[config.mk]
export PLATFORM = sky130hd
export DESIGN_NAME = async_rx
export DESIGN_NICKNAME = d
export VERILOG_FILES = /design/src/rtl/async_rx.sv
export SDC_FILE = /design/constraint.sdc
export NUM_CORES = 1
export LEC_CHECK = 0
export ABC_AREA = 1
export ABC_CLOCK_PERIOD_IN_PS = 6600
export BUFFER_PORTS_ARGS = -buffer_cell sky130_fd_sc_hd__buf_2
export CORE_MARGIN = 8
export CORE_UTILIZATION = 60
export CTS_BUF_LIST = sky130_fd_sc_hd__clkbuf_2 sky130_fd_sc_hd__clkbuf_4 sky130_fd_sc_hd__clkbuf_8
export CTS_CLUSTER_DIAMETER = 100
export DETAILED_ROUTE_END_ITERATION = 12
export GPL_TIMING_DRIVEN = 0
export PLACE_DENSITY = 0.79
export SKIP_CTS_REPAIR_TIMING = 1
export SLEW_MARGIN = 20
export SYNTH_ARGS = -nofsm -noshare
export SYNTH_HDL_FRONTEND = slang
export SYNTH_SLANG_ARGS = --single-unit
[constraint.sdc]
create_clock -name clk -period 6.6 [get_ports clk]
set_input_delay 1.32 -clock clk [delete_from_list [all_inputs] [get_ports clk]]
set_output_delay 1.32 -clock clk [all_outputs]
set_load 0.02 [all_outputs]
[src/rtl/async_rx.sv]
module async_rx #(
  parameter int OVS = 16
) (
  input  logic       clk,
  input  logic       rst_n,
  input  logic       tick,
  input  logic       rxd,
  input  logic [1:0] cfg_len,
  input  logic       cfg_par_en,
  input  logic       cfg_par_odd,
  input  logic       rd,
  output logic [7:0] rx_data,
  output logic       rx_valid,
  output logic       rx_full,
  output logic       err_parity,
  output logic       err_frame,
  output logic       err_overrun,
  output logic       brk_start,
  output logic       brk_end
);
  localparam int CW = $clog2(OVS);
  localparam logic [CW-1:0] HALF_M1 = CW'(OVS/2 - 1);
  localparam logic [CW-1:0] FULL_M1 = CW'(OVS - 1);

  typedef enum logic [2:0] {IDLE, START, DATA, PAR, STOP, FDLY, BRK} st_t;
  st_t st;

  logic [1:0]    sync;
  logic          rx;
  logic [CW-1:0] cnt;
  logic [2:0]    bidx;
  logic [7:0]    sr;
  logic          pbit;
  logic [7:0]    just;
  logic          perr, is_brk;

  assign rx     = sync[1];
  assign just   = sr >> (2'd3 - cfg_len);
  assign perr   = cfg_par_en && ((^just ^ pbit) != cfg_par_odd);
  assign is_brk = (just == 8'd0) && !(cfg_par_en && pbit) && !rx;

  always_ff @(posedge clk) begin
    if (!rst_n) begin
      sync <= 2'b11;
      st <= IDLE;
      cnt <= '0;
      bidx <= '0;
      sr <= '0;
      pbit <= 1'b0;
      rx_data <= '0;
      rx_valid <= 1'b0;
      rx_full <= 1'b0;
      err_parity <= 1'b0;
      err_frame <= 1'b0;
      err_overrun <= 1'b0;
      brk_start <= 1'b0;
      brk_end <= 1'b0;
    end else begin
      sync <= {sync[0], rxd};
      rx_valid <= 1'b0;
      brk_start <= 1'b0;
      brk_end <= 1'b0;
      if (rd) rx_full <= 1'b0;
      if (tick) begin
        case (st)
          IDLE: if (!rx) begin
            st <= START;
            cnt <= '0;
          end
          START: begin
            cnt <= cnt + 1'b1;
            if (cnt == HALF_M1) begin
              cnt <= '0;
              bidx <= '0;
              st <= rx ? IDLE : DATA;
            end
          end
          DATA: begin
            cnt <= cnt + 1'b1;
            if (cnt == FULL_M1) begin
              sr <= {rx, sr[7:1]};
              bidx <= bidx + 1'b1;
              if (bidx == 3'd4 + {1'b0, cfg_len}) st <= cfg_par_en ? PAR : STOP;
            end
          end
          PAR: begin
            cnt <= cnt + 1'b1;
            if (cnt == FULL_M1) begin
              pbit <= rx;
              st <= STOP;
            end
          end
          STOP: begin
            cnt <= cnt + 1'b1;
            if (cnt == FULL_M1) begin
              if (is_brk) begin
                brk_start <= 1'b1;
                st <= BRK;
              end else begin
                rx_data <= just;
                rx_valid <= 1'b1;
                rx_full <= 1'b1;
                err_parity <= perr;
                err_frame <= !rx;
                err_overrun <= rx_full && !rd;
                cnt <= '0;
                st <= rx ? IDLE : FDLY;
              end
            end
          end
          FDLY: begin
            cnt <= cnt + 1'b1;
            if (cnt == HALF_M1) st <= IDLE;
          end
          BRK: if (rx) begin
            brk_end <= 1'b1;
            st <= IDLE;
          end
          default: st <= IDLE;
        endcase
      end
    end
  end


  brk_no_char_chk: assert property (@(posedge clk) disable iff (!rst_n)
    brk_start |-> !rx_valid);


  brk_order_chk: assert property (@(posedge clk) disable iff (!rst_n)
    brk_start |=> !brk_end);


  valid_strobe_chk: assert property (@(posedge clk) disable iff (!rst_n)
    rx_valid |=> !rx_valid);


  valid_full_chk: assert property (@(posedge clk) disable iff (!rst_n)
    rx_valid |-> rx_full);


  justify_chk: assert property (@(posedge clk) disable iff (!rst_n)
    (rx_valid && cfg_len == 2'd0) |-> (rx_data[7:5] == 3'd0));


  brk_quiet_chk: assert property (@(posedge clk) disable iff (!rst_n)
    (st == BRK) |-> !rx_valid);
endmodule

Yosys cells after proc, flatten, opt, wreduce, memory -nomap -nowiden
Index checks and enable logic that the tools add are counted.
- eq/ne operators: 18
- reductions and logical operators: 22
- shift operators: 1
- multiplexer cells: 28
- bitwise operators: 2
- $add $sub $neg: 4
- operators by type and width (cell ; count):
    $mux W3 ; 12
    $pmux W3 S7 ; 1
    $mux W4 ; 4
    $ne A2 B2 Y1 const B ; 8
    $pmux W4 S4 ; 1
    $reduce_and A3 Y1 ; 4
    $reduce_and A4 Y1 ; 3
    $eq A3 B3 Y1 const B ; 3
    $reduce_and A9 Y1 ; 1
    $logic_not A8 Y1 ; 1
    $mux W1 ; 8
    $reduce_xor A8 Y1 ; 1
    $shr A8 B2 Y8 ; 1
    $eq A3 B2 Y1 const B ; 2
    $pmux W3 S2 ; 1
    $logic_and A1 B1 Y1 ; 5
    $add A4 B1 Y4 const B ; 1
    $eq A4 B3 Y1 const B ; 1
    $eq A4 B4 Y1 const B ; 1
    $reduce_bool A4 Y1 ; 1
    $add A3 B1 Y3 const B ; 1
    $add A3 B2 Y3 const A ; 1
    $eq A3 B1 Y1 const B ; 1
    $eq A3 B3 Y1 ; 1
    9 further kinds ; 11
- logic and storage cells: 89
- output and inout bits: 15
- bits of input ports: 9
- register bits: 36

Logic depth before layout (Yosys ltp)
Gate-level depths: netlist of run 1.
- word-level depth: 9
- gate-level depth with buffers: 17
- gate-level depth less buffers: 16

Worst setup path before layout of run 1
No wires, ideal clock.
- path type: input -> register
- from: input cfg_len[0]
- to: register rx_data[0]
- path slack: 3.501 ns
- library setup time: 0.127 ns
- arrival: 2.972 ns
- path buffers: 2
- stages on the path: 14
- data required time: 6.473 ns
- path through: buf_2 inv_2 o21ai_0 nor2_1 a31oi_1 ha_1 nand2_1 nor2_1 nand3_1 nand2_2 clkinv_2 buf_6 o21ai_1 a21oi_2
- word-level cells in the longest chain between the ends: 7
- ends and longest elaborated chain (element ; RTL line ; source):
    from (decl) ; 8 ; input logic [1:0] cfg_len,
    $sub A2 B2 Y2 * ; 38 ; assign just = sr >> (2'd3 - cfg_len);
    $shr A8 B2 Y8 * ; 38 ;
    $logic_not A8 Y1 ; 40 ; assign is_brk = (just == 8'd0) && !(cfg_par_en && pbit) && !rx;
    $logic_and A1 B1 Y1 (2 in a row) ; 40 ;
    $not A1 Y1 (no source line) ; - ;
    $reduce_and A4 Y1 (no source line) ; - ;
    to (signal assigned) ; 100 ; rx_data <= just;
    to (decl) ; 12 ; output logic [7:0] rx_data,
Mark *: on every way between the ends. The rest lies on a longest branch, timed or not.
A chain may end at the register's enable or synchronous reset.

Worst setup path in the final report of run 1
- from: input cfg_len[0]
- to: register rx_data[2]
The elaborated chain is that of the path after synthesis.

==> metrics, run 1 <==
vias per std cell roughly 5.2; sequential area share after synthesis roughly 37%; CP cell instances buf_2 > inv_2 > nand2_1 > nand2_1 > o21ai_0 > ha_1 > nand2_1 > nor2_1 > nand3_1 > nand2_2 > clkinv_2 > buf_6 > o21ai_1 > a21oi_2; Starting Density between 60% and 70%; WP buf/inv 4; Compound-Gate Fraction of Synth Area 16.45%; GRT Overall Usage ~18%; Setup Viol. Count Final 0; VDD IR max ~0.00013 V; Nets about 330; ANT cells 0; largest cells by area after synthesis dfxtp_1 37%, nand2_1 14%, nor2_1 8.1%; Syn Area/Cell between 6 and 7 um2; Post-synth ARST share 0%; Post-synth EDFFs 0; Clock Pin Slew Worst Setup and Hold Paths between 0.1 and 0.15 ns; clock sinks 36; Core ar. between 3000 and 4000 um2; Max H-tree Level 2; Pre-antenna DRT Iters 4; Top delay family on crit path simple AND/OR/NAND/NOR gates; DRC viols 0; Slew headroom roughly 69%; Total Routed Length 4.520 mm; status finished, final reports clean; port bufs 22; register area slightly above 700 um2; main combinational cell family by area after synthesis simple AND/OR/NAND/NOR gates; Post-Synth Adder-Cell Area ~3.8%; share of cells above drive strength 1 between 20% and 30%; Most Frequent Cell on Critical Path nand2_1; Worst Path Required between 6 and 7 ns; worst-margin pin slew about 0.46 ns; biggest cell delay along the critical path between 0.3 and 0.4 ns; xor and xnor area share after synthesis under 10%; Die X 73.07 um; WS Path Type primary input to flip-flop; critical path's slowest cell o21ai_0; CP Capture Type flip-flop; top-area cell type share of the netlist area 36.88%; Clock Skew 0.008381 ns; Main synth FF type dfxtp_1; die area 5339 um2; post-synthesis simple-gate area fraction between 30% and 40%; Lkg Pwr 1.039 nW; GPL Wtd Cong between 0.9 and 1; final hold slack 0.4237 ns; crit path time final 3.098 ns; area grow syn2layout 11.84%; DRT iter0 DRCs between 150 and 200; Worst Setup Start Kind primary input; chip height 73.07 um; crit-path max FO 10; Rows 20; io pins 24; setup TNS 0 ns; Multi-input gate area about 1100 um2; DRT antenna net count 0; Num CTS Buffers 5; Slew Viols, Final 0; Cell variety after synth 32; gr ovfl total 0; power per cell area about 280 nW/um2; wire length per cell between 10 and 15 um; clk_lat worst skew about 0.35 ns; Cell Area, Synth between 1500 and 2000 um2; largest net degree at the start of global routing 12; Final period util 46.94%; RSZ-0062 raised after global routing no; Vias roughly 1,900; Final Hold Viols 0; cells after synthesis about 280; initial antenna violation count 0; number of global-route vias before repair ~1,700; maximum clock rate 322.8 MHz; worst min path class flip-flop to flip-flop; clock tree buffer depth 2; MaxCap Viol Count 0; root buffer cell clkbuf_4; synth warn 0; synthesized net count ~300; largest area contributor in the netlist dfxtp_1; WP data arrival 3.34 ns; # fillers 282; FF+latch count, synth 36; HPWL after DPL 3.396 mm; multiplexer share of the synthesized area 0%; global-route wire length before repair roughly 7.5 mm; CTS tree done
==> logic make-up (layout without fill, tap and decap cells) <==
| group | count (synthesis) | count (layout) |
|---|---|---|
| compound gates | 54 | 54 |
| xor+xnor | 4 | 4 |
| fa+ha+maj | 6 | 6 |
| buf+inv | 33 | 63 |
| flops | 36 | 36 |
| simple gates | 148 | 148 |
==> cells in the final DEF, fill, tap and decap left out, drive strengths merged <==
master,instances
o221ai,1
clkinv,1
xnor2,1
xor2,3
or2,2
nand3b,2
clkinvlp,1
ha,6
nor4,1
clkbuf,8
nand3,13
buf,25
o21ai,31
nand4,4
a31oi,1
dfxtp,36
o211ai,2
nand2,78
bufbuf,1
nor3,1
inv,27
nor2,47
a21oi,19
==> where the power goes <==
| part | total (mW) | leakage [nW] | internal [mW] | switching (mW) |
|---|---|---|---|---|
| clock | 0.133 | 0.0349 | 0.0562 | 0.0771 |
| sequential | 0.260 | 0.291 | 0.233 | 0.0267 |
| combinational | 0.216 | 0.713 | 0.0737 | 0.142 |
==> synthesized netlist by cell type (2+ instances only) <==
library cell and instances:
o21ai_1 10, o211ai_1 2, xor2_1 3, dfxtp_1 36
o21ai_0 19, inv_1 18, nand4_1 4, buf_6 2
or2_2 2, nor2_1 42, inv_2 9, nor2_2 4
ha_1 6, nand2_4 2, nand3_1 12, nand2_2 4
nand3b_1 2, nand2_1 72, a21oi_1 10, o21ai_2 2
a21oi_2 9
==> stage by stage <==
stage | setup WS, ns | util (%) | area, um2 | total power [mW] | instances
finish | 3.502 | 71.02 | 2186 | 0.6090 | 355
global route | 3.360 | 71.02 | 2186 | 0.6515 | 355
CTS | 3.540 | 71.02 | 2186 | 0.6109 | 355
detailed placement | 3.153 | 68.86 | 2120 | 0.4760 | 347
global placement | 3.226 | 68.86 | 2120 | 0.4743 | 347
floorplan | 3.501 | - | 1954 | 0.4287 | 281
==> routing by layer <==
layer / GRT usage [%] / vias up / wire length [um]
met1: 20.57 / 828 / 1992
li1: - / 971 / -
met5: 0 / - / 0
met4: 7.333 / 0 / 97
met3: 5.907 / 10 / 237
met2: 29.89 / 44 / 2193
==> flip-flops by register name (all words and copies together) (netlist names) <==
name	cells
pbit	1
err_frame	1
sync	2
brk_start	1
sr	8
err_parity	1
cnt	4
rx_full	1
err_overrun	1
bidx	3
brk_end	1
st	3
rx_valid	1
rx_data	8
==> layout make-up <==
cell class | count | area share (%)
multi-input cells | 212 | 49.28
flip-flops and latches | 36 | 32.97
repair buffers | 22 | 5.037
inverters | 28 | 4.865
clock buffers | 7 | 2.690
well taps | 44 | 2.519
plain buffers | 5 | 2.290
clock inverters | 1 | 0.3434
==> worst paths after layout <==
| path | to | slack (ns) | startpoint | cells past startpoint |
|---|---|---|---|---|
| hold reg to reg | sync[1]$_SDFF_PN1_ | 0.42 | sync[0]$_SDFF_PN1_ | 1 |
| setup / recovery | rx_data[2]$_SDFFE_PN0P_ | 3.50 | cfg_len[0] | 14 |
| setup reg to reg | rx_data[2]$_SDFFE_PN0P_ | 4.41 | sr[3]$_SDFFE_PN0P_ | 12 |
| hold / removal | sync[1]$_SDFF_PN1_ | 0.42 | sync[0]$_SDFF_PN1_ | 1 |
Power figures use the tool's default switching activity.
==> inputs of run 2 (changes only) <==
- ABC_CLOCK_PERIOD_IN_PS: 6600 -> 2800
- CORE_UTILIZATION: 60 -> 54
- PLACE_DENSITY: 0.79 -> 0.75
- clock period: 6.6 -> 2.8 ns (I/O delays scaled with it)
==> run 2 against run 1 <==
Net effect:
- setup slack got worse by 3.1 ns
- clock skew rose by 0.0034 ns
- total power rose by 150%
- clock power rose to 2.9 times the previous value
- combinational power rose by 130%
- sequential cell count did not move
- clock-buffer cell count fell by 1
- largest cell class unchanged
- non-clock buffer count did not move
==> metrics, run 2 (synthesis results as in run 1) <==
number of global-route vias before repair 1,716 (+1.2%); crit-path max FO 10 (unchanged); Lkg Pwr 1.049 nW (+1.0%); CTS tree done; MaxCap Viol Count 0 (unchanged); biggest cell delay along the critical path 0.27 ns (-0.11 ns); worst-margin pin slew 0.4536 ns (-0.004520 ns); initial antenna violation count 0 (unchanged); Worst Setup Start Kind primary input; Clock Pin Slew Worst Setup and Hold Paths 0.12 ns (about the same); Rows 22 (+10%); Core ar. 3578 um2 (+16%); HPWL after DPL 3.376 mm (-0.59%); Pre-antenna DRT Iters 5 (+1); leading cell types in the layout, fill and taps excluded 72 x nand2_1, 42 x nor2_1, 36 x dfxtp_1; # fillers 345 (+22%); port bufs 22 (unchanged); commonest non-fill, non-tap cell in the layout nand2_1; pre-CTS WS 0.08703 ns (-3.066 ns); largest net degree at the start of global routing 12 (unchanged); Most Frequent Cell on Critical Path nor2_1; share of cells above drive strength 1 22.19% (unchanged); area grow syn2layout 12.80%; setup ws final 0.4466 ns (-3.055 ns); DRC viols 0 (unchanged); status finished, final reports clean; clk_lat worst skew 0.36 ns (about the same); Nets 325 (unchanged); Num CTS Buffers 5 (unchanged); biggest regs rx_data (8), sr (8), cnt (4); clock sinks 36 (unchanged); WP buf/inv 4 (unchanged); maximum clock rate approximately 420 MHz; Worst Path Required 3.03 ns (-3.81 ns); setup TNS 0 ns (unchanged); vias per std cell 5.198 (-0.42%); Vias 1,866 (+0.70%); wire length per cell 12.38 um (-2.7%); RSZ-0062 raised after global routing no; WP data arrival 2.59 ns (-0.75 ns); Final Hold Viols 0 (unchanged); global-route wire length before repair 7.659 mm (+1.7%); die area 5800 um2 (+8.6%); Final period util 84.05%; critical path's slowest cell a31oi_1; GRT Overall Usage 15.79% (-2.2 points); CP Capture Type flip-flop; Clock Skew 0.01175 ns (+0.003369 ns); gr ovfl total 0 (unchanged); DRT iter0 DRCs 122 (-29%); Max H-tree Level 2 (unchanged); root buffer cell clkbuf_4; CP cell instances buf_2 > inv_2 > o21ai_0 > nor2_1 > a31oi_1 > ha_1 > nand2_1 > nor2_1 > nand3_1 > nand2_2 > clkinv_2 > buf_6 > o21ai_1 > a21oi_2; ANT cells 0 (unchanged); Die X 76.16 um (+4.2%); power per cell area 677.7 nW/um2 (+140%); DRT antenna net count 0 (unchanged); Slew headroom 69.76% (+0.62 points); WS Path Type primary input to flip-flop; total power 1.494 mW (+150%); VDD IR max 0.0003637 V (+180%); Top delay family on crit path compound AO/OA/AOI/OAI gates; Starting Density 54.62% (-8.9 points); crit path time final about 2.4 ns; GPL Wtd Cong 0.8821 (-6.5%); Setup Viol. Count Final 0 (unchanged); clock tree buffer depth 2 (unchanged); Slew Viols, Final 0 (unchanged); chip height 76.16 um (+4.2%); worst min path class primary input to flip-flop; Total Routed Length 4.446 mm (-1.6%); io pins 24 (unchanged)
run 2: changes by cell type in the layout (fill, tap and decap cells not counted):
cell	before	now
bufinv_16	0	1
clkinvlp_4	1	0
clkbuf_8	1	0
clkinv_2	1	2
run 2: per-layer routing:
layer	routed length [um]	global-route usage, %	up-vias	part of all wire (%)
met4	110	7.500	0	2.5
met1	2034	18.25	835	46
li1	-	-	965	-
met3	237	5.071	13	5.3
met5	0	0	-	0
met2	2064	25.71	53	46
run 2: stage by stage:
stage	util [%]	hold slack, ns	instance area (um2)	std cells
2_1_floorplan	-	0.3925	1954	281
3_3_place_gp	59.37	0.3948	2125	351
3_5_place_dp	59.37	0.3994	2125	351
4_1_cts	61.61	0.3757	2205	359
5_1_grt	61.61	0.3573	2205	359
6_report	61.61	0.3770	2205	359
run 2: worst paths after layout:
path	start	endpoint	slack, ns	depth (start not counted)
setup / recovery	cfg_len[0]	rx_data[2]$_SDFFE_PN0P_	0.45	14
hold / removal	rxd	sync[0]$_SDFF_PN1_	0.38	2
setup reg to reg	sr[5]$_SDFFE_PN0P_	rx_data[2]$_SDFFE_PN0P_	0.61	12
hold reg to reg	sync[0]$_SDFF_PN1_	sync[1]$_SDFF_PN1_	0.43	1
run 2: layout make-up:
class                      count  area, um2  area share, %
sequential                    36      720.7          32.69
tap                           48      60.06          2.724
buffer                         5      50.05          2.270
inverter                      28      106.4          4.824
clock inverter                 2      35.03          1.589
timing repair buffer          22      110.1          4.994
clock buffer                   6      45.04          2.043
multi-input combinational    212       1077          48.86
run 2: report_power, final:
| group | leakage [nW] | total [mW] | internal [mW] | switching [mW] |
|---|---|---|---|---|
| sequential | 0.291 | 0.612 | 0.550 | 0.0625 |
| clock | 0.0456 | 0.384 | 0.197 | 0.187 |
| combinational | 0.713 | 0.498 | 0.173 | 0.325 |
